**config.mk**
```make
export PLATFORM = sky130hd
export DESIGN_NAME = adc_regif
export DESIGN_NICKNAME = d
export VERILOG_FILES = /design/src/rtl/adc_regif.sv
export SDC_FILE = /design/constraint.sdc
export NUM_CORES = 1
export LEC_CHECK = 0
export ABC_AREA = 0
export BUFFER_PORTS_ARGS = -buffer_cell sky130_fd_sc_hd__buf_2
export CORE_AREA = 4 4 91 114
export CTS_BUF_LIST = sky130_fd_sc_hd__clkbuf_8
export CTS_CLUSTER_SIZE = 40
export DETAILED_ROUTE_END_ITERATION = 10
export DIE_AREA = 0 0 95 118
export HOLD_SLACK_MARGIN = 0.06
export PLACE_DENSITY = 0.75
export SYNTH_ARGS = -nofsm -noshare
export SYNTH_HDL_FRONTEND = slang
export SYNTH_SLANG_ARGS = --single-unit
```
**constraint.sdc**
```tcl
create_clock -name clk -period 2.6 [get_ports clk]
set_clock_uncertainty 0.15 [all_clocks]
set_input_delay 0 -clock clk [delete_from_list [all_inputs] [get_ports clk]]
set_output_delay 0 -clock clk [all_outputs]
set_load 0.005 [all_outputs]
```
**src/rtl/adc_regif.sv**
```systemverilog
module adc_regif #(
  parameter int ADDR_W     = 5,
  parameter int LVL_W      = 4,
  parameter int FIFO_DEPTH = 15
) (
  input  logic              clk,
  input  logic              rst_n,
  input  logic              bus_sel,
  input  logic              bus_wr,
  input  logic [ADDR_W-1:0] bus_addr,
  input  logic [31:0]       bus_wdata,
  output logic [31:0]       bus_rdata,
  input  logic              ot_evt,
  input  logic [6:0]        alm_evt,
  output logic              cmd_push,
  output logic [31:0]       cmd_data,
  output logic              rsp_pop,
  input  logic [15:0]       rsp_data,
  input  logic [LVL_W-1:0]  rsp_level,
  output logic [31:0]       cfg_out,
  output logic              chan_rst,
  output logic              irq
);
  localparam int IDX_W = ADDR_W - 2;
  localparam logic [IDX_W-1:0] I_CFG  = IDX_W'(0);
  localparam logic [IDX_W-1:0] I_STS  = IDX_W'(1);
  localparam logic [IDX_W-1:0] I_MSK  = IDX_W'(2);
  localparam logic [IDX_W-1:0] I_FST  = IDX_W'(3);
  localparam logic [IDX_W-1:0] I_CMD  = IDX_W'(4);
  localparam logic [IDX_W-1:0] I_RSP  = IDX_W'(5);
  localparam logic [IDX_W-1:0] I_CTL  = IDX_W'(6);
  localparam logic [31:0] CFG_RST  = 32'h0000_1814;
  localparam logic [31:0] CTL_RST  = 32'h0000_0010;
  localparam logic [31:0] CTL_KEEP = 32'h00FF_FEFF;

  logic [31:0] cfg_q, mask_q, ctrl_q;
  logic [9:0]  sts_q;

  logic [IDX_W-1:0] idx;
  logic aligned, rd_ok, wr_ok;
  assign idx     = bus_addr[ADDR_W-1:2];
  assign aligned = (bus_addr[1:0] == 2'b00);
  assign rd_ok   = bus_sel && !bus_wr && aligned &&
                   (idx == I_CFG || idx == I_STS || idx == I_MSK ||
                    idx == I_FST || idx == I_RSP || idx == I_CTL);
  assign wr_ok   = bus_sel && bus_wr && aligned &&
                   (idx == I_CFG || idx == I_STS || idx == I_MSK ||
                    idx == I_CMD || idx == I_CTL);

  logic [9:0] sts_set, sts_clr;
  assign sts_set = {bus_sel, (rsp_level > cfg_q[16 +: LVL_W]), ot_evt, alm_evt};
  assign sts_clr = (wr_ok && idx == I_STS) ? bus_wdata[9:0] : 10'd0;

  always_ff @(posedge clk or negedge rst_n) begin
    if (!rst_n) begin
      cfg_q  <= CFG_RST;
      sts_q  <= 10'h200;
      mask_q <= '1;
      ctrl_q <= CTL_RST;
    end else begin
      sts_q <= (sts_q & ~sts_clr) | sts_set;
      if (wr_ok && idx == I_CFG) cfg_q  <= bus_wdata;
      if (wr_ok && idx == I_MSK) mask_q <= {22'd0, bus_wdata[9:0]};
      if (wr_ok && idx == I_CTL) ctrl_q <= bus_wdata & CTL_KEEP;
    end
  end

  logic [31:0] fifo_word;
  always_comb begin
    fifo_word = '0;
    fifo_word[12 +: LVL_W] = rsp_level;
    fifo_word[10] = 1'b1;
    fifo_word[9]  = (rsp_level == LVL_W'(FIFO_DEPTH));
    fifo_word[8]  = (rsp_level == '0);
  end

  always_comb begin
    bus_rdata = '0;
    if (rd_ok) begin
      case (idx)
        I_CFG:   bus_rdata = cfg_q;
        I_STS:   bus_rdata = {22'd0, sts_q};
        I_MSK:   bus_rdata = mask_q;
        I_FST:   bus_rdata = fifo_word;
        I_RSP:   bus_rdata = {16'd0, rsp_data};
        I_CTL:   bus_rdata = ctrl_q;
        default: bus_rdata = '0;
      endcase
    end
  end

  assign chan_rst = ctrl_q[4];
  assign cmd_push = wr_ok && idx == I_CMD && !chan_rst;
  assign cmd_data = bus_wdata;
  assign rsp_pop  = rd_ok && idx == I_RSP;
  assign cfg_out  = cfg_q;
  assign irq      = |(sts_q & ~mask_q[9:0]);
endmodule

```
## Word-level counts from Yosys, hierarchy flattened

Cells that the tools add are included.

- Latch bits: 0
- Bits in registers: 97
- Word-level logic and storage cells: 46
- Output and inout bits: 100
- Memories kept: 0
- Input port bits: 69
- Bits in writable memories: 0
- ROM bits: 0

- Div/mod/pow operators: 0
- Equality and inequality tests: 7
- Order comparisons: 1
- Bitwise operators: 5
- Shift operators: 0
- Multiply operators: 0
- Muxes and demuxes: 3
- $add $sub $neg: 0
- Reductions and logical operators: 26

Operator list:

| kind | number |
|---|---|
| $pmux W32 S6 | 1 |
| $mux W32 | 1 |
| $and A10 B10 Y10 | 2 |
| $not A10 Y10 | 2 |
| $logic_and A1 B1 Y1 | 13 |
| $mux W10 | 1 |
| $or A10 B10 Y10 | 1 |
| $reduce_or A10 Y1 | 1 |
| $eq A3 B3 Y1 const B | 3 |
| $logic_or A1 B1 Y1 | 7 |
| $eq A3 B2 Y1 const B | 2 |
| $eq A4 B4 Y1 const B | 1 |
| $gt A4 B4 Y1 | 1 |
| $logic_not A4 Y1 | 1 |
| $eq A3 B1 Y1 const B | 1 |
| $logic_not A3 Y1 | 1 |
| $logic_not A1 Y1 | 2 |
| $logic_not A2 Y1 | 1 |

## Logic depth before layout (Yosys ltp)

Gate-level depths: netlist (run 1).

- Depth in word-level cells: 11
- Depth in mapped cells: 6

## Least setup slack after synthesis (run 1)

OpenSTA, ideal clock, no wires.

- Kind: reg-to-reg
- Start point: reg cfg_q[19] (netlist: cfg_out[19])
- End point: reg sts_q[8]
- Arrival: 1129 ps
- Clock period less this slack: 1400 ps
- Setup time: 121 ps
- Required time: 2329 ps
- Path buffers: 0
- Cell stages (with the launch flop): 6
- Slack: 1200 ps
- Cell sequence: dfrtp_1 > inv_1 > ha_1 > a21oi_1 > o21ai_0 > a22o_1

- Longest elaborated chain between the ends: 2

RTL lines:

| element | RTL line | source |
|---|---|---|
| start: declaration | 36 | `logic [31:0] cfg_q, mask_q, ctrl_q;` |
| start signal: assignment | 62 | `if (wr_ok && idx == I_CFG) cfg_q <= bus_wdata;` |
| $gt A4 B4 Y1 | 51 | `assign sts_set = {bus_sel, (rsp_level > cfg_q[16 +: LVL_W]), ot_evt, alm_evt};` |
| $or A10 B10 Y10 | 61 | `sts_q <= (sts_q & ~sts_clr) \| sts_set;` |
| end signal: assignment | 61 |  |
| end: declaration | 37 | `logic [9:0] sts_q;` |

No other way between the ends.
A chain may end at the register's enable or synchronous reset.

## Final worst setup path (run 1)

- Start point: in bus_wr
- End point: out bus_rdata[2]

- Longest elaborated chain between the ends: 5

RTL lines:

| element | RTL line | source |
|---|---|---|
| start: declaration | 9 | `input logic bus_wr,` |
| $logic_not A1 Y1 | 43 | `assign rd_ok = bus_sel && !bus_wr && aligned &&` |
| $logic_and A1 B1 Y1 (3 in a row) | 43 |  |
| $mux W32 | 79 | `if (rd_ok) begin` |
| end: declaration | 12 | `output logic [31:0] bus_rdata,` |

No other way between the ends.

==> impl_metrics.tcl, run 1 <==
set metrics [dict create \
    worstPathRequired_ps 2450 \
    cts_max_path_buffers 2 \
    yosys_warnings 0 \
    drv_slew 0 \
    drc_errors 0 \
    antenna_found_initial 0 \
    fmaxAchievable_mhz 417 \
    die_w_um 95 \
    layout.cell_area.non_filler_sq_um 5660 \
    vias 3761 \
    numCtsBuffers 9 \
    n_antenna_cell 0 \
    synth.most_common_cell "dfrtp_1" \
    die_h_um 118 \
    dp.cells 627 \
    synth_seq_area_share 0.461 \
    grt.overflow.total 0 \
    fin_nets 642 \
    port_buffers 168 \
    cts-resized-gates 0 \
    start_util 0.454 \
    hp-class "in -> reg" \
    status "finished, final reports clean" \
    timing.final.hold_violations 0 \
    yosysTopAreaCell "dfrtp_1" \
    maxCapViolations 0 \
    whs_ps 107 \
    cts_tree "built" \
    grt_max_degree 77 \
    rsz0062_at_grt "false" \
    detail-route-antenna-nets 0 \
    peakVddDrop_v 0.000258 \
    clk_latency_ps 350 \
    htreeDepth 3 \
    swShare 0.258 \
    switching_power_uw 803 \
    finalSetupViolCount 0 \
    post-route-util 0.617 \
    grt_pass1_wl_um 19500 \
    worstSetupStartpointType "primary input" \
    multi_input_area_sq_um 1840 \
    p_seq_frac 0.463 \
    yosys_most_used_dff "dfrtp_1" \
    rows 39 \
    fin_cells 697 \
    synth_cell_types 43 \
    synth.cell_area_sq_um 4170 \
    dieArea_sq_um 11200 \
    period_share 0.922 \
    fillCellCount 755 \
    cts.clk_slew.worst_paths_ps 80 \
    critical_path_class "in -> out" \
    share_comb_of_total_power 0.177 \
    placed_cell_area_sq_um 4870 \
    synthArstFlopShare 1.00 \
    synthToLayoutAreaGrowth_pct 35.8 \
    grt_usage 0.225 \
    worst_pin_slew_ps 961 \
    sequential_cell_area_sq_um 1920 \
    fin_setup_tns_ps 0 \
    synth_top_area_share 0.354 \
    worst-endpoint-arrival_ps 2250 \
    cts_sinks 76 \
    routed_wl_um 12500 \
    core_sq_um 9170 \
    place.detailed.hpwl_um 8320 \
    boundaryPins 169 \
    share_clk_of_total_power 0.360 \
    syn_inst 382 \
    p_per_area_nw_per_um2 550 \
    wl_per_cell_um 17.9 \
    synth_edf_count 0 \
    endpoint_kind "output port" \
    post_route_cells_drive_above_1_share 0.462 \
    clockRootBuffer "clkbuf_8" \
    layout_min_cycle_time_ps 2400 \
    synth_seq_cells 76 \
    viasPerCell 5.40 \
    synthTopCellsByCount "dfrtp_1 (59), mux2_2 (48), nand2_1 (34), buf_4 (32), a21oi_1 (29)" \
    slew-limit-headroom 0.359 \
    synth_area_leaders "dfrtp_1 (35%), mux2_2 (13%), dfstp_2 (11%), mux2_1 (6.5%), buf_4 (5.8%)" \
    power.internal_uw 2310 \
    syn_area_per_cell_sq_um 10.9 \
    critPathMaxFanout 31 \
    syn-num-nets 455 \
    dr.first_iter.drc_count 201 \
    first_global_vias 3957 \
    place.gp.congestion 0.839 \
    drtPass1Iterations 4 \
    p_leak_uw 0.00275 \
]
cell families (layout without fill, tap and decap cells):
kind of cell | Yosys count | in the layout | synth area share
AO/OA/AOI/OAI | 91 | 91 | 0.146
adder cells (fa/ha/maj) | 4 | 4 | 0.0120
buffers and inverters | 69 | 261 | 0.0979
flip-flops | 76 | 76 | 0.461
multiplexers | 76 | 76 | 0.204
AND/OR/NAND/NOR | 66 | 66 | 0.0784
path summary, 6_finish.rpt:
path	from	to	slack (ps)	cells past startpoint
max in group asynchronous	rst_n	cfg_out[28]	1480	2
setup / recovery	bus_wr	bus_rdata[2]	200	6
hold reg to reg	mask_q[30]	mask_q[30]	340	2
min in group asynchronous	rst_n	cfg_out[6]	180	2
setup reg to reg	cfg_out[19]	sts_q[8]	560	6
hold / removal	rsp_level[2]	sts_q[8]	110	4
worst max-delay path, cell delays in order:
cell	delay (ps)
dlygate4sd3_1	540
buf_2	130
or4b_1	590
a31o_2	490
nor3_1	330
buf_2	160
routing by layer:
layer	global-route usage	wire, um	vias up
li1	-	-	1726
met1	0.263	4830	1828
met2	0.390	6460	177
met3	0.0460	847	30
met4	0.0957	330	0
met5	0	0	-
placed cells by master, fill, tap and decap left out, types with 2 or more instances in the layout:
cell type | Yosys | layout
dfstp_2 | 17 | 17
o21ai_0 | 5 | 5
nor2b_1 | 2 | 2
nand2b_1 | 2 | 2
a22o_1 | 6 | 6
buf_2 | 11 | 167
dfrtp_1 | 59 | 59
mux2_2 | 48 | 48
mux2i_1 | 4 | 4
clkbuf_8 | 0 | 10
buf_4 | 32 | 7
nor3_1 | 4 | 3
inv_1 | 16 | 16
a21oi_1 | 29 | 29
nand4_1 | 2 | 2
a21o_1 | 11 | 11
dlygate4sd3_1 | 0 | 54
a31oi_1 | 5 | 5
nor2_1 | 6 | 6
mux2_1 | 24 | 24
a22oi_1 | 23 | 23
nand2_1 | 34 | 34
ha_1 | 4 | 4
o22ai_1 | 3 | 3
nand3_1 | 4 | 4
bufinv_16 | 0 | 3
a221oi_1 | 6 | 6
power by group through the flow:
| stage | clock network (uW) | registers (uW) | logic [uW] |
|---|---|---|---|
| floorplan | 0 | 1450 | 279 |
| global placement | 0 | 1460 | 478 |
| detailed placement | 0 | 1460 | 494 |
| CTS | 1150 | 1440 | 552 |
| global route | 1210 | 1460 | 607 |
| finish | 1120 | 1440 | 550 |
metrics by stage:
step / total power [uW] / setup WS, ps
3_5_place_dp: 1960 / 686
5_1_grt: 3280 / 145
2_1_floorplan: 1720 / 1200
4_1_cts: 3150 / 197
6_report: 3110 / 202
3_3_place_gp: 1930 / 721
what timing repair did:
action | CTS | global route
setup buffers | 0 | 0
endpoints found under the hold margin | 152 | 0
hold buffers | 54 | 0
setup endpoints to repair | 0 | 0
final cells by class:
class                           instances  area share
Sequential cell                        76       0.340
Multi-Input combinational cell        237       0.325
Timing Repair Buffer                  228       0.252
Tap cell                              123      0.0272
Clock buffer                           10      0.0243
Clock inverter                          6      0.0197
Inverter                               17      0.0113
flip-flops by register name, summed over array words and instances, names as in the netlist:
signal	count
ctrl_q	23
sts_q	10
mask_q	11
cfg_out	32
No activity file was read; power rests on OpenSTA's default activity.
==> inputs of run 2 (changes only) <==
ABC_AREA = 1   (was 0)
CORE_AREA = 4 4 93 117   (was 4 4 91 114)
DIE_AREA = 0 0 97 121   (was 0 0 95 118)
==> run 2 against run 1 <==
First-iteration DRC count fell by 10%. Cell area rose by 0.82%. Synthesized cell count rose by 54%. Global-route usage decreased by 0.29 points. Routed wire length increased by 2.8%.
==> impl_metrics.tcl, run 2 <==
set metrics [dict create \
    slowest_stage "nand2_1" \
    slew-limit-headroom 0.357 \
    postCtsHoldBufs 51 \
    synthTopCellsByCount "nand2_1 (177), nand3_1 (74), dfrtp_1 (59), inv_1 (51), nor2_1 (43)" \
    n_antenna_cell 0 \
    syn_inst 587 \
    p_per_area_nw_per_um2 485 \
    maxCapViolations 0 \
    synthArstFlopShare 1.00 \
    synth_cell_types 28 \
    grt_max_degree 77 \
    finalSetupViolCount 0 \
    port_buffers 168 \
    fin_setup_tns_ps 0 \
    cts_sinks 76 \
    dieArea_sq_um 11700 \
    rows 41 \
    drc_errors 0 \
    hp-class "in -> reg" \
    detail-route-antenna-nets 0 \
    cts_setup_buffers 0 \
    critPathMaxFanout 12 \
    largest_reg_flops 32 \
    worstPathRequired_ps 2450 \
    post_route_cells_drive_above_1_share 0.293 \
    worst_pin_slew_ps 965 \
    wl_per_cell_um 14.3 \
    layout_min_cycle_time_ps 1940 \
    yosys_most_used_dff "dfrtp_1" \
    vias 4372 \
    synth.cell_area_sq_um 4410 \
    worstSetupStartpointType "primary input" \
    worst-endpoint-arrival_ps 1790 \
    cts-resized-gates 0 \
    drv_slew 0 \
    first_global_vias 4446 \
    timing.final.hold_violations 0 \
    clk_latency_ps 350 \
    viasPerCell 4.88 \
    boundaryPins 169 \
    synth.most_common_cell "nand2_1" \
    status "finished, final reports clean" \
    synth_top_area_share 0.335 \
    syn_area_per_cell_sq_um 7.52 \
    final_cell_mix "nand2_1 (177), buf_2 (167), nand3_1 (74)" \
    numCtsBuffers 9 \
    max_stage_delay_ps 390 \
    place.gp.congestion 0.881 \
    synth_edf_count 0 \
    fin_cells 896 \
    p_leak_uw 0.00309 \
    die_w_um 97 \
    yosys_warnings 0 \
    dr.first_iter.drc_count 180 \
    antenna_found_initial 0 \
    rsz0062_at_grt "false" \
    place.detailed.hpwl_um 8760 \
    cts.clk_slew.worst_paths_ps 70 \
    start_util 0.446 \
    period_share 0.747 \
    fmaxAchievable_mhz 515 \
    fin_nets 835 \
    peakVddDrop_v 0.000291 \
    synthToLayoutAreaGrowth_pct 29.3 \
    core_sq_um 9900 \
    synth_seq_cells 76 \
    cp_cell_sequence "buf_2 -> inv_2 -> nand2_4 -> nor2_2 -> nand2_1 -> buf_4 -> nand3_1 -> nand2_1 -> inv_1 -> buf_2" \
    syn-num-nets 660 \
    dp.cells 829 \
    cts_max_path_buffers 2 \
    critical_path_class "in -> out" \
    synth_seq_area_share 0.436 \
    grt.overflow.total 0 \
    synth_area_leaders "dfrtp_1 (33%), nand2_1 (15%), dfstp_2 (10%), nand3_1 (8.4%), buf_4 (6.6%)" \
    routed_wl_um 12800 \
    final_common_cell "nand2_1" \
    drtPass1Iterations 5 \
    endpoint_kind "output port" \
    htreeDepth 3 \
    die_h_um 121 \
    grt_usage 0.222 \
    cts_tree "built" \
    clockRootBuffer "clkbuf_8" \
    total_power_uw 2770 \
    yosysTopAreaCell "dfrtp_1" \
    grt_pass1_wl_um 21100 \
]
run 2: cell types whose count changed after synthesis, moves of 28 or more:
cell	previous run	this run
inv_1	16	51
mux2_2	48	0
nand2_1	34	177
nand3_1	4	74
nor2_1	6	43
o21ai_1	0	28
run 2: critical path: cells and delay by family:
kind	cells	cell delay, ps
simple gates	5	1010
buf+inv	5	800
run 2: logic make-up (layout without fill, tap and decap cells):
| logic type | count (synthesis) | count (layout) | synth area share |
|---|---|---|---|
| compound gates | 81 | 81 | 0.103 |
| fa+ha+maj | 4 | 4 | 0.0113 |
| buf+inv | 114 | 294 | 0.147 |
| flops | 76 | 76 | 0.436 |
| simple gates | 312 | 312 | 0.303 |
run 2: metal layers:
metal | part of all wire | global-route usage | vias up
li1 | - | - | 2182
met1 | 0.39 | 0.259 | 1992
met2 | 0.51 | 0.386 | 162
met3 | 0.074 | 0.0431 | 36
met4 | 0.030 | 0.116 | 0
met5 | 0 | 0 | -
run 2: power breakdown:
part	internal, uW	switching, uW	leakage, uW	total, uW
clock	362	432	0.0000907	794
combinational	249	285	0.00207	534
sequential	1340	101	0.000923	1440
total	1950	819	0.00309	2770
run 2: stage by stage:
| stage | setup WS [ps] | instance area, sq um | util | hold WS [ps] |
|---|---|---|---|---|
| after floorplan | 1320 | 4410 | - | -446 |
| after global placement | 693 | 5030 | 0.508 | 28.2 |
| after detailed placement | 660 | 5030 | 0.508 | 32.2 |
| after CTS | 661 | 5710 | 0.576 | 86.6 |
| after global routing | 463 | 5710 | 0.576 | 159 |
| final | 658 | 5710 | 0.576 | 110 |
run 2: path summary, 6_finish.rpt:
check | startpoint | cells after the start | end | slack [ps]
worst max-delay path | bus_addr[2] | 10 | bus_rdata[22] | 660
worst min-delay path | bus_addr[3] | 4 | mask_q[30] | 110
worst max register to register | cfg_out[19] | 6 | sts_q[8] | 1140
worst min register to register | cfg_out[4] | 2 | cfg_out[4] | 330
max in group asynchronous | rst_n | 2 | sts_q[5] | 1480
min in group asynchronous | rst_n | 2 | sts_q[1] | 180
run 2: area by class of cell:
cell class / instances / area [sq um]
clock buffers: 10 / 138
clock inverters: 6 / 32.5
fillers: 948 / 4190
inverters: 53 / 199
multi-input cells: 397 / 1840
flip-flops and latches: 76 / 1920
well taps: 129 / 161
repair buffers: 225 / 1410
